--- src/rtl/rd_term_handler.sv ---
module rd_term_handler #(
  parameter int ADDR_W = 32,
  parameter int DATA_W = 32,
  parameter int LEN_W  = 5,
  parameter logic [ADDR_W-1:0] WIN_HI = 32'h0000_FFFF
) (
  input  logic              clk,
  input  logic              rst_n,
  input  logic              req_valid,
  output logic              req_ready,
  input  logic [ADDR_W-1:0] req_addr,
  input  logic [LEN_W-1:0]  req_len,
  input  logic              req_line,
  output logic              pci_start,
  output logic [ADDR_W-1:0] pci_addr,
  output logic [LEN_W-1:0]  pci_cnt,
  input  logic              pci_dvalid,
  input  logic [DATA_W-1:0] pci_data,
  input  logic              pci_term,
  input  logic [3:0]        pci_code,
  output logic              pf_wr,
  output logic [DATA_W-1:0] pf_data,
  output logic              pf_flush,
  output logic              lb_done,
  output logic              lb_err,
  output logic              irq_ovr,
  output logic              irq_serr,
  output logic              irq_perr,
  output logic              irq_tabort
);
  localparam int EW = ADDR_W + 2;
  localparam logic [3:0] C_NORM = 4'd0, C_RETRY = 4'd1, C_DISC_D = 4'd2,
                         C_DISC_N = 4'd3, C_LTIM = 4'd4, C_PERR = 4'd5,
                         C_SERR = 4'd6, C_MABT = 4'd7, C_TABT = 4'd8,
                         C_APE_N = 4'd9, C_APE_X = 4'd10;

  typedef enum logic [1:0] {S_IDLE, S_ISSUE, S_XFER, S_FIN} st_t;
  st_t st;

  logic [ADDR_W-1:0] addr_q;
  logic [LEN_W-1:0]  rem_q, rem_nx;
  logic              burst_q, err_q;
  logic              ovr, benign, drop, acc;
  logic [EW-1:0]     last_b;

  assign last_b = EW'(req_addr) + (EW'(req_len) << 2) - EW'(1);
  assign ovr    = last_b > EW'(WIN_HI);

  assign benign = (pci_code <= C_LTIM) || (pci_code == C_PERR && !burst_q);
  assign drop   = pci_term && !benign && pci_code != C_MABT;
  assign acc    = (st == S_XFER) && pci_dvalid && (rem_q != '0) && !drop &&
                  !(pci_term && !benign);
  assign rem_nx = rem_q - LEN_W'(acc);

  always_ff @(posedge clk) begin
    if (!rst_n) begin
      st         <= S_IDLE;
      addr_q     <= '0;
      rem_q      <= '0;
      burst_q    <= 1'b0;
      err_q      <= 1'b0;
      irq_ovr    <= 1'b0;
      irq_serr   <= 1'b0;
      irq_perr   <= 1'b0;
      irq_tabort <= 1'b0;
    end else begin
      irq_ovr    <= 1'b0;
      irq_serr   <= 1'b0;
      irq_perr   <= 1'b0;
      irq_tabort <= 1'b0;
      case (st)
        S_IDLE: if (req_valid) begin
          addr_q  <= req_addr;
          rem_q   <= req_len;
          burst_q <= req_line || (req_len > LEN_W'(1));
          err_q   <= ovr;
          irq_ovr <= ovr;
          st      <= ovr ? S_FIN : S_ISSUE;
        end
        S_ISSUE: st <= S_XFER;
        S_XFER: begin
          if (acc) begin
            addr_q <= addr_q + ADDR_W'(4);
            rem_q  <= rem_nx;
          end
          if (pci_term) begin
            irq_serr   <= pci_code == C_SERR || pci_code == C_APE_N ||
                          pci_code == C_APE_X;
            irq_perr   <= pci_code == C_PERR;
            irq_tabort <= pci_code == C_TABT;
            if (!benign) begin
              err_q <= 1'b1;
              st    <= S_FIN;
            end else if (rem_nx == '0) begin
              st <= S_FIN;
            end else begin
              st <= S_ISSUE;
            end
          end
        end
        default: st <= S_IDLE;
      endcase
    end
  end

  assign req_ready = st == S_IDLE;
  assign pci_start = st == S_ISSUE;
  assign pci_addr  = addr_q;
  assign pci_cnt   = rem_q;
  assign pf_wr     = acc;
  assign pf_data   = pci_data;
  assign lb_done   = st == S_FIN;
  assign lb_err    = lb_done && err_q;
  assign pf_flush  = lb_err;
endmodule

--- config.mk ---
export PLATFORM = sky130hd
export DESIGN_NAME = rd_term_handler
export DESIGN_NICKNAME = d
export VERILOG_FILES = /design/src/rtl/rd_term_handler.sv
export SDC_FILE = /design/constraint.sdc
export NUM_CORES = 1
export LEC_CHECK = 0
export CAP_MARGIN = 5
export CORE_ASPECT_RATIO = 0.6
export CORE_MARGIN = 2
export CORE_UTILIZATION = 35
export CTS_CLUSTER_DIAMETER = 150
export DETAILED_ROUTE_END_ITERATION = 8
export PLACE_DENSITY_LB_ADDON = 0.3
export RECOVER_POWER = 50
export SLEW_MARGIN = 5
export SYNTH_ARGS = -nofsm -noshare
export SYNTH_HDL_FRONTEND = slang
export SYNTH_SLANG_ARGS = --single-unit
--- constraint.sdc ---
create_clock -name clk -period 4.05 [get_ports clk]
set_input_delay 0.81 -clock clk [delete_from_list [all_inputs] [get_ports clk]]
set_output_delay 0.81 -clock clk [all_outputs]
set_load 0.05 [all_outputs]
# Word-level counts from Yosys, hierarchy flattened

Cells that the tools add are included.

Bits in registers: 45
Output and inout bits: 79

$add $sub $neg: 4
Magnitude comparators: 3
Equal/unequal tests: 13
Mux-type cells: 16
Reductions and logical operators: 26

Operators by type and width:

| kind                    | number |
|---|---|
| $mux W32                | 2 |
| $pmux W32 S2            | 1 |
| $gt A34 B16 Y1 const B  | 1 |
| $sub A33 B1 Y34 const B | 1 |
| $add A32 B7 Y33         | 1 |
| $add A32 B3 Y32 const B | 1 |
| $eq A4 B4 Y1 const B    | 3 |
| $mux W2                 | 5 |
| $mux W5                 | 2 |
| $pmux W5 S2             | 1 |
| $reduce_and A3 Y1       | 3 |
| $eq A4 B3 Y1 const B    | 2 |
| $logic_and A1 B1 Y1     | 8 |
| $ne A2 B2 Y1 const B    | 4 |
| $pmux W2 S3             | 1 |
| $gt A5 B1 Y1 const B    | 1 |
| $logic_not A5 Y1        | 1 |
| $reduce_bool A5 Y1      | 1 |
| $sub A5 B1 Y5           | 1 |
| $eq A2 B2 Y1 const B    | 2 |
| $le A4 B3 Y1 const B    | 1 |
| $logic_not A1 Y1        | 4 |
| $logic_or A1 B1 Y1      | 4 |
| $ne A4 B3 Y1 const B    | 1 |
| 7 further kinds         | 10 |

# Logic depth before layout (Yosys ltp)

Gate-level depths: netlist of the first run.

Depth in word-level cells: 15
Mapped depth: 13
Gate-level depth less buffers: 13

# Worst setup path before layout of the first run

OpenSTA, ideal clock, no wires.

Path kind: input to register
Start: input pci_code[0]
End: register st[1]
Setup time: 69 ps
Arrival time: 3,390 ps
Path slack: 592 ps
Stages on the path: 12
Path buffers: 0
Path through: a21o_1 a21oi_1 inv_1 a21oi_1 ha_1 ha_1 nand2b_1 nand4_1 or3_1 a31oi_1 o21ai_0 o21ai_1

Longest elaborated chain between the ends: 15

RTL lines:

| item                                                                 | line | text |
|---|---|---|
| from (decl)                                                          | 20   | `input logic [3:0] pci_code,` |
| parallel branches: the longest is 8 deep, another holds $le A4 B3 Y1 | -    |  |
| $logic_and A1 B1 Y1 (*)                                              | 51   | `assign acc = (st == S_XFER) && pci_dvalid && (rem_q != '0) && !drop &&` |
| net pf_wr                                                            | 21   | `output logic pf_wr,` |
| $sub A5 B1 Y5 (*)                                                    | 53   | `assign rem_nx = rem_q - LEN_W'(acc);` |
| $logic_not A5 Y1 (*)                                                 | 94   | `end else if (rem_nx == '0) begin` |
| $mux W2 (*)                                                          | 94   |  |
| $mux W2 (*)                                                          | 91   | `if (!benign) begin` |
| $mux W2 (*)                                                          | 86   | `if (pci_term) begin` |
| $pmux W2 S3 (*)                                                      | 71   | `case (st)` |
| to (signal assigned)                                                 | 78   | `st <= ovr ? S_FIN : S_ISSUE;` |
| to (decl)                                                            | 38   | `st_t st;` |

Mark *: on every way through the listed nets, which the timed path passes. The select of a mux whose other input is x is not followed.
A chain may end at the register's enable or synchronous reset.

# Worst setup path in the final report of the first run

Start: input req_len[0]
End: register err_q

Longest elaborated chain between the ends: 5

RTL lines:

| item                 | line | text |
|---|---|---|
| from (decl)          | 12   | `input logic [LEN_W-1:0] req_len,` |
| $add A32 B7 Y33      | 46   | `assign last_b = EW'(req_addr) + (EW'(req_len) << 2) - EW'(1);` |
| $sub A33 B1 Y34      | 46   |  |
| $gt A34 B16 Y1       | 47   | `assign ovr = last_b > EW'(WIN_HI);` |
| $mux W1              | 72   | `S_IDLE: if (req_valid) begin` |
| $pmux W1 S2          | 71   |  |
| to (signal assigned) | 76   | `err_q <= ovr;` |
| to (decl)            | 42   | `logic burst_q, err_q;` |

No other way between the ends. The select of a mux whose other input is x is not followed.

==> results of run 1 <==
## flip-flops by register name, indices dropped and copies added (netlist names)
name / flops
irq_serr: 1
irq_ovr: 1
irq_tabort: 1
irq_perr: 1
st: 2
pci_addr: 32
pci_cnt: 5
burst_q: 1
err_q: 1
## layout by cell type (no fill, tap or decap), types with 14 or more instances in the layout
cell / netlist / layout
buf_4: 34 / 88
nor2_1: 71 / 70
clkdlybuf4s50_1: 0 / 68
a21oi_1: 68 / 66
inv_1: 58 / 58
nand2_1: 59 / 58
o21ai_0: 52 / 50
dfxtp_1: 45 / 45
ha_1: 39 / 39
and2_1: 27 / 27
dlygate4sd3_1: 0 / 24
nor3_1: 22 / 21
nand3_1: 20 / 19
nand4_1: 17 / 17
a21o_1: 14 / 14
## worst max-delay path, cell delays in order
cell	delay, ps
clkdlybuf4s50_1	470
inv_1	40
ha_1	260
inv_1	70
fa_1	410
a211oi_2	300
o21ai_1	160
a41o_1	290
nor2_1	220
mux2i_1	170
a2111oi_4	290
nand4_1	180
nor4_4	390
a21oi_1	100
## cells in the mapped netlist (all sizes together), types with 3 or more instances
cell type  number
a31oi          10
nor2b          12
nand2          60
nor3           25
o221ai          4
a41oi           4
a22oi          12
or4             4
or2             4
dfxtp          45
nor4            8
o21bai          4
or3             4
o211ai          9
o31ai           4
a21oi          77
clkbuf         24
xor2            3
o22ai           9
a211oi          4
nor3b           3
o21ai          60
and2           28
a21o           15
o211a           5
a311oi          4
buf            43
inv            58
a2111oi         3
nand3          20
nand2b         10
nand3b          3
nand4          17
and3            9
ha             39
o221a           4
and4            3
nor2           71
mux2i           4
## path summary, 6_finish.rpt
path	cells after the start	endpoint	slack, ps	startpoint
worst min register to register	2	pci_addr[30]	500	pci_addr[30]
worst max register to register	12	st[1]	1400	burst_q
worst max-delay path	14	err_q	50	req_len[0]
worst min-delay path	2	pci_addr[30]	500	pci_addr[30]
## cell type report
| cell class | count | area (sq um) |
|---|---|---|
| Fill cell | 1472 | 7590 |
| Multi-Input combinational cell | 579 | 3860 |
| Timing Repair Buffer | 181 | 1590 |
| Sequential cell | 45 | 901 |
| Tap cell | 198 | 248 |
| Inverter | 58 | 218 |
| Clock buffer | 7 | 133 |
| Clock inverter | 1 | 7.51 |
## cells by family after synthesis
logic type,Yosys count,share of synthesized area (%)
adders and majority gates,40,9.72
AOI/OAI and AO/OA,243,31.1
muxes,6,1.20
and+or+nand+nor,285,28.1
DFF,45,17.2
buffers and inverters,125,11.9
xor gates and xnor gates,5,0.838
## per-stage QoR
stage | hold WS [ps] | setup slack [ps] | setup TNS [ps]
floorplan | 496 | 592 | 0
global placement | 494 | -398 | -820
detailed placement | 492 | -416 | -940
CTS | 508 | 35.8 | 0
global route | 527 | -110 | -172
finish | 505 | 46.4 | 0
## repair_timing
action | 4_1_cts | 5_1_grt
buffers inserted | 0 | 2
pin swaps | 0 | 11
endpoints found under the setup margin | 1 | 3
endpoints found under the hold margin | 0 | 0
resized for setup | 2 | 26
## power groups by stage
stage | combinational (uW) | sequential [uW] | clock, uW
final | 1270 | 591 | 413
after global routing | 1370 | 603 | 443
after CTS | 1230 | 590 | 421
after detailed placement | 1220 | 599 | 0
after global placement | 1220 | 598 | 0
after floorplan | 711 | 764 | 0
## layer usage
metal,track usage (%),share of wire [%],vias to the layer above
met1,35.8,51,2728
met3,4.38,9.4,8
li1,-,-,2934
met2,29.4,39,266
met4,1.29,0.43,0
met5,0,0,-
==> impl_results.md, run 1 <==
* DRT iter0 DRCs at 601
* P per Cell Area at 327 nW/um^2
* Slew at the pin with the worst max-slew slack at 666 ps
* Fin util at 47.8%
* GPL Wtd Cong at 0.978
* Switching part of the total at 46.1%
* Register area share after synthesis at 17.2%
* Max_cap viols at 0
* Clock latency at the later pin of the worst-skew pair at 290 ps
* Vias per inst at 5.55
* Detailed Routing Iterations Pass 1 at 5
* Global-route wire length before repair at 27800 microns
* Startpoint types: input port
* Net Count, Synth at 868
* Synthesis warning total at 0
* Top FF cell, synth: dfxtp_1
* ANT nets after route at 0
* Synth Area per Inst at 6.98 sq um
* Synth top area share at 17.2%
* # rows at 34
* Post-DP HPWL at 13900 microns
* Relative slew slack at 55.6%
* Leakage power at 0.00294 uW
* Num CTS Buffers at 5
* Final clock skew at 5.87 ps
* Clock tree sinks at 45
* Core Area at 14500 sq um
* Area contributors post-synth: dfxtp_1, ha_1, a21oi_1, nor2_1, o21ai_0
* Final Power at 2270 uW
* Slew Viols, Final at 0
* Worst Path Required at 4220 ps
* Final Hold Viols at 0
* Die Area at 16000 sq um
* Post-synthesis async set-or-reset flop share at 0%
* VDD IR-drop max at 0.000148 V
* Starting density of the core at 35.9%
* CTS max path bufs at 2
* Worst hold path class: reg -> reg
* Syn Inst Count at 749
* Critical path arrival at 4170 ps
* Post-Place Cells at 1059
* CTS H-tree lvls at 2
* Design area at 6960 sq um
* Avg WL per Cell at 16.7 microns
* Ant diodes at 0
* Hold buffer count at CTS at 0
* Number of global-route vias before repair at 5167
* # DRC at 0
* Crit path kind: in -> reg
* Final setup vio count at 0
* Final Non-Filler Cells at 1069
* Period minus WS final at 4000 ps
* #FFs+latches synth at 45
* Layout area overhead at 33.2%
* Final WL at 17900 microns
* Share of cells above drive strength 1 at 17.5%
* Cell Area, Synth at 5230 sq um
* Die height at 98.6 microns
* Clock Tree Root: clkbuf_16
* Outcome: finished, final reports clean
* Largest net degree at the start of global routing at 48
* GRT Util Overall at 21.7%
* Clock transition at path regs at 70 ps
* Die width at 162 microns
* Count of cell types in the netlist at 75
* RSZ-0062 raised after global routing: yes
* Total grt overflow at 0
* Combinational fraction of design power at 55.8%
* Post-synth EDFFs at 0
* Fmax at 0.250 GHz
* Crit-path max FO at 2
* Initial antenna violation count at 0
* Final net count at 989
* Fin crit share at 98.9%
* CTS tree: yes
* Internal at 1220 uW
* I/O Pins at 158
* Synth area leader: dfxtp_1
* CP endpoint kind: register
* IO buf count at 93
* Vias at 5936
* Net Sw Power at 1050 uW
* Reg power frac at 26.0%
* Power share of the clock group at 18.2%
* Placed Area at 6650 sq um
Note: power is estimated with default switching activity, not from simulation.
==> run 2, diff against run 1 <==
SKIP_CTS_REPAIR_TIMING = 1   (was not set)
==> impl_results.md, run 2 (same netlist as run 1, synthesis figures left out) <==
* Cells on worst reg2reg path at 12
* Outcome: complete, but fails checks
* I/O Pins at 158
* Initial antenna violation count at 0
* Critical path arrival at 4110 ps
* Worst hold path class: reg -> reg
* Largest net degree at the start of global routing at 48
* CTS tree: yes
* Most frequent cells in the layout: buf_4, nor2_1, clkdlybuf4s50_1
* Fin crit share at 97.3%
* GPL Wtd Cong at 0.978
* Leakage power at 0.00294 uW
* Placed Area at 6650 sq um
* Die height at 98.6 microns
* Slew Viols, Final at 44
* Final setup vio count at 0
* Final WL at 17800 microns
* IO buf count at 93
* Number of global-route vias before repair at 5157
* Ant diodes at 0
* CTS H-tree lvls at 2
* ANT nets after route at 0
* Total grt overflow at 0
* Final net count at 987
* Crit-path max FO at 2
* VDD IR-drop max at 0.000149 V
* Relative slew slack at -17.5%
* Design area at 6950 sq um
* Layout area overhead at 33.0%
* Failing checks: capacitance limit, slew limit
* # DRC at 0
* Global-route wire length before repair at 27800 microns
* Clock latency at the later pin of the worst-skew pair at 290 ps
* Final Hold Viols at 0
* Multi-input gate area at 3860 sq um
* Vias at 5924
* Worst Path Required at 4220 ps
* Hold-critical path depth at 2
* Post-Place Cells at 1059
* Fin util at 47.8%
* Detailed Routing Iterations Pass 1 at 5
* Clock transition at path regs at 70 ps
* CP endpoint kind: register
* Core Area at 14500 sq um
* Clock tree sinks at 45
* Final Non-Filler Cells at 1067
* Vias per inst at 5.55
* DRT iter0 DRCs at 538
* Share of cells above drive strength 1 at 17.4%
* Num CTS Buffers at 5
* Layout fillers at 1474
* Post-DP HPWL at 13900 microns
* Clock Tree Root: clkbuf_16
* Startpoint types: input port
* Slew at the pin with the worst max-slew slack at 1760 ps
* Fmax at 0.254 GHz
* # rows at 34
* P per Cell Area at 327 nW/um^2
* GRT Util Overall at 21.7%
* Period minus WS final at 3940 ps
* Die width at 162 microns
* Die Area at 16000 sq um
* Avg WL per Cell at 16.7 microns
* Most common cell after layout, fill and taps aside: buf_4
* Crit path kind: in -> reg
* Starting density of the core at 35.9%
* CTS max path bufs at 2
* FF/Latch Area at 901 sq um
* Final clock skew at 6.80 ps
* Max FFs per register at 32
* Max_cap viols at 1
## run 2: worst max-delay path: stages
cell,delay (ps)
clkdlybuf4s50_1,450
inv_1,50
ha_1,280
inv_2,50
fa_1,400
a211oi_2,300
o21ai_1,150
a41o_1,290
nor2_1,220
mux2i_1,170
a2111oi_4,300
nand4_1,180
nor4_4,360
a21oi_1,100
## run 2: power by group
group          total (uW)  switching (uW)  internal (uW)
logic                1270             781            486
registers             592            85.5            506
clock network         416             186            230
total                2280            1050           1220
## run 2: path summary, 6_finish.rpt
path,from,slack [ps],end
setup / recovery,req_addr[2],110,err_q
hold / removal,pci_addr[30],510,pci_addr[30]
setup reg to reg,burst_q,1340,st[1]
hold reg to reg,pci_addr[30],510,pci_addr[30]
## run 2: metrics by stage
stage	worst slack (ps)	power (uW)	hold slack, ps	setup TNS, ps
floorplan	592	1470	496	0
global placement	-398	1820	494	-820
detailed placement	-416	1820	492	-940
CTS	-106	2240	508	-106
global route	-3.82	2410	527	-3.82
finish	108	2280	512	0
## run 2: cell type report
type	count	share of cell area [%]
timing repair buffer	179	22.7
clock buffer	7	1.91
sequential	45	13.0
clock inverter	1	0.108
tap	198	3.57
inverter	58	3.13
multi-input combinational	579	55.6
## run 2: routing by layer
| metal | GRT usage [%] | wire [microns] | vias up |
|---|---|---|---|
| met4 | 1.29 | 68 | 0 |
| met1 | 35.8 | 9230 | 2738 |
| met3 | 4.38 | 1540 | 6 |
| li1 | - | - | 2932 |
| met2 | 29.3 | 6950 | 248 |
| met5 | 0 | 0 | - |
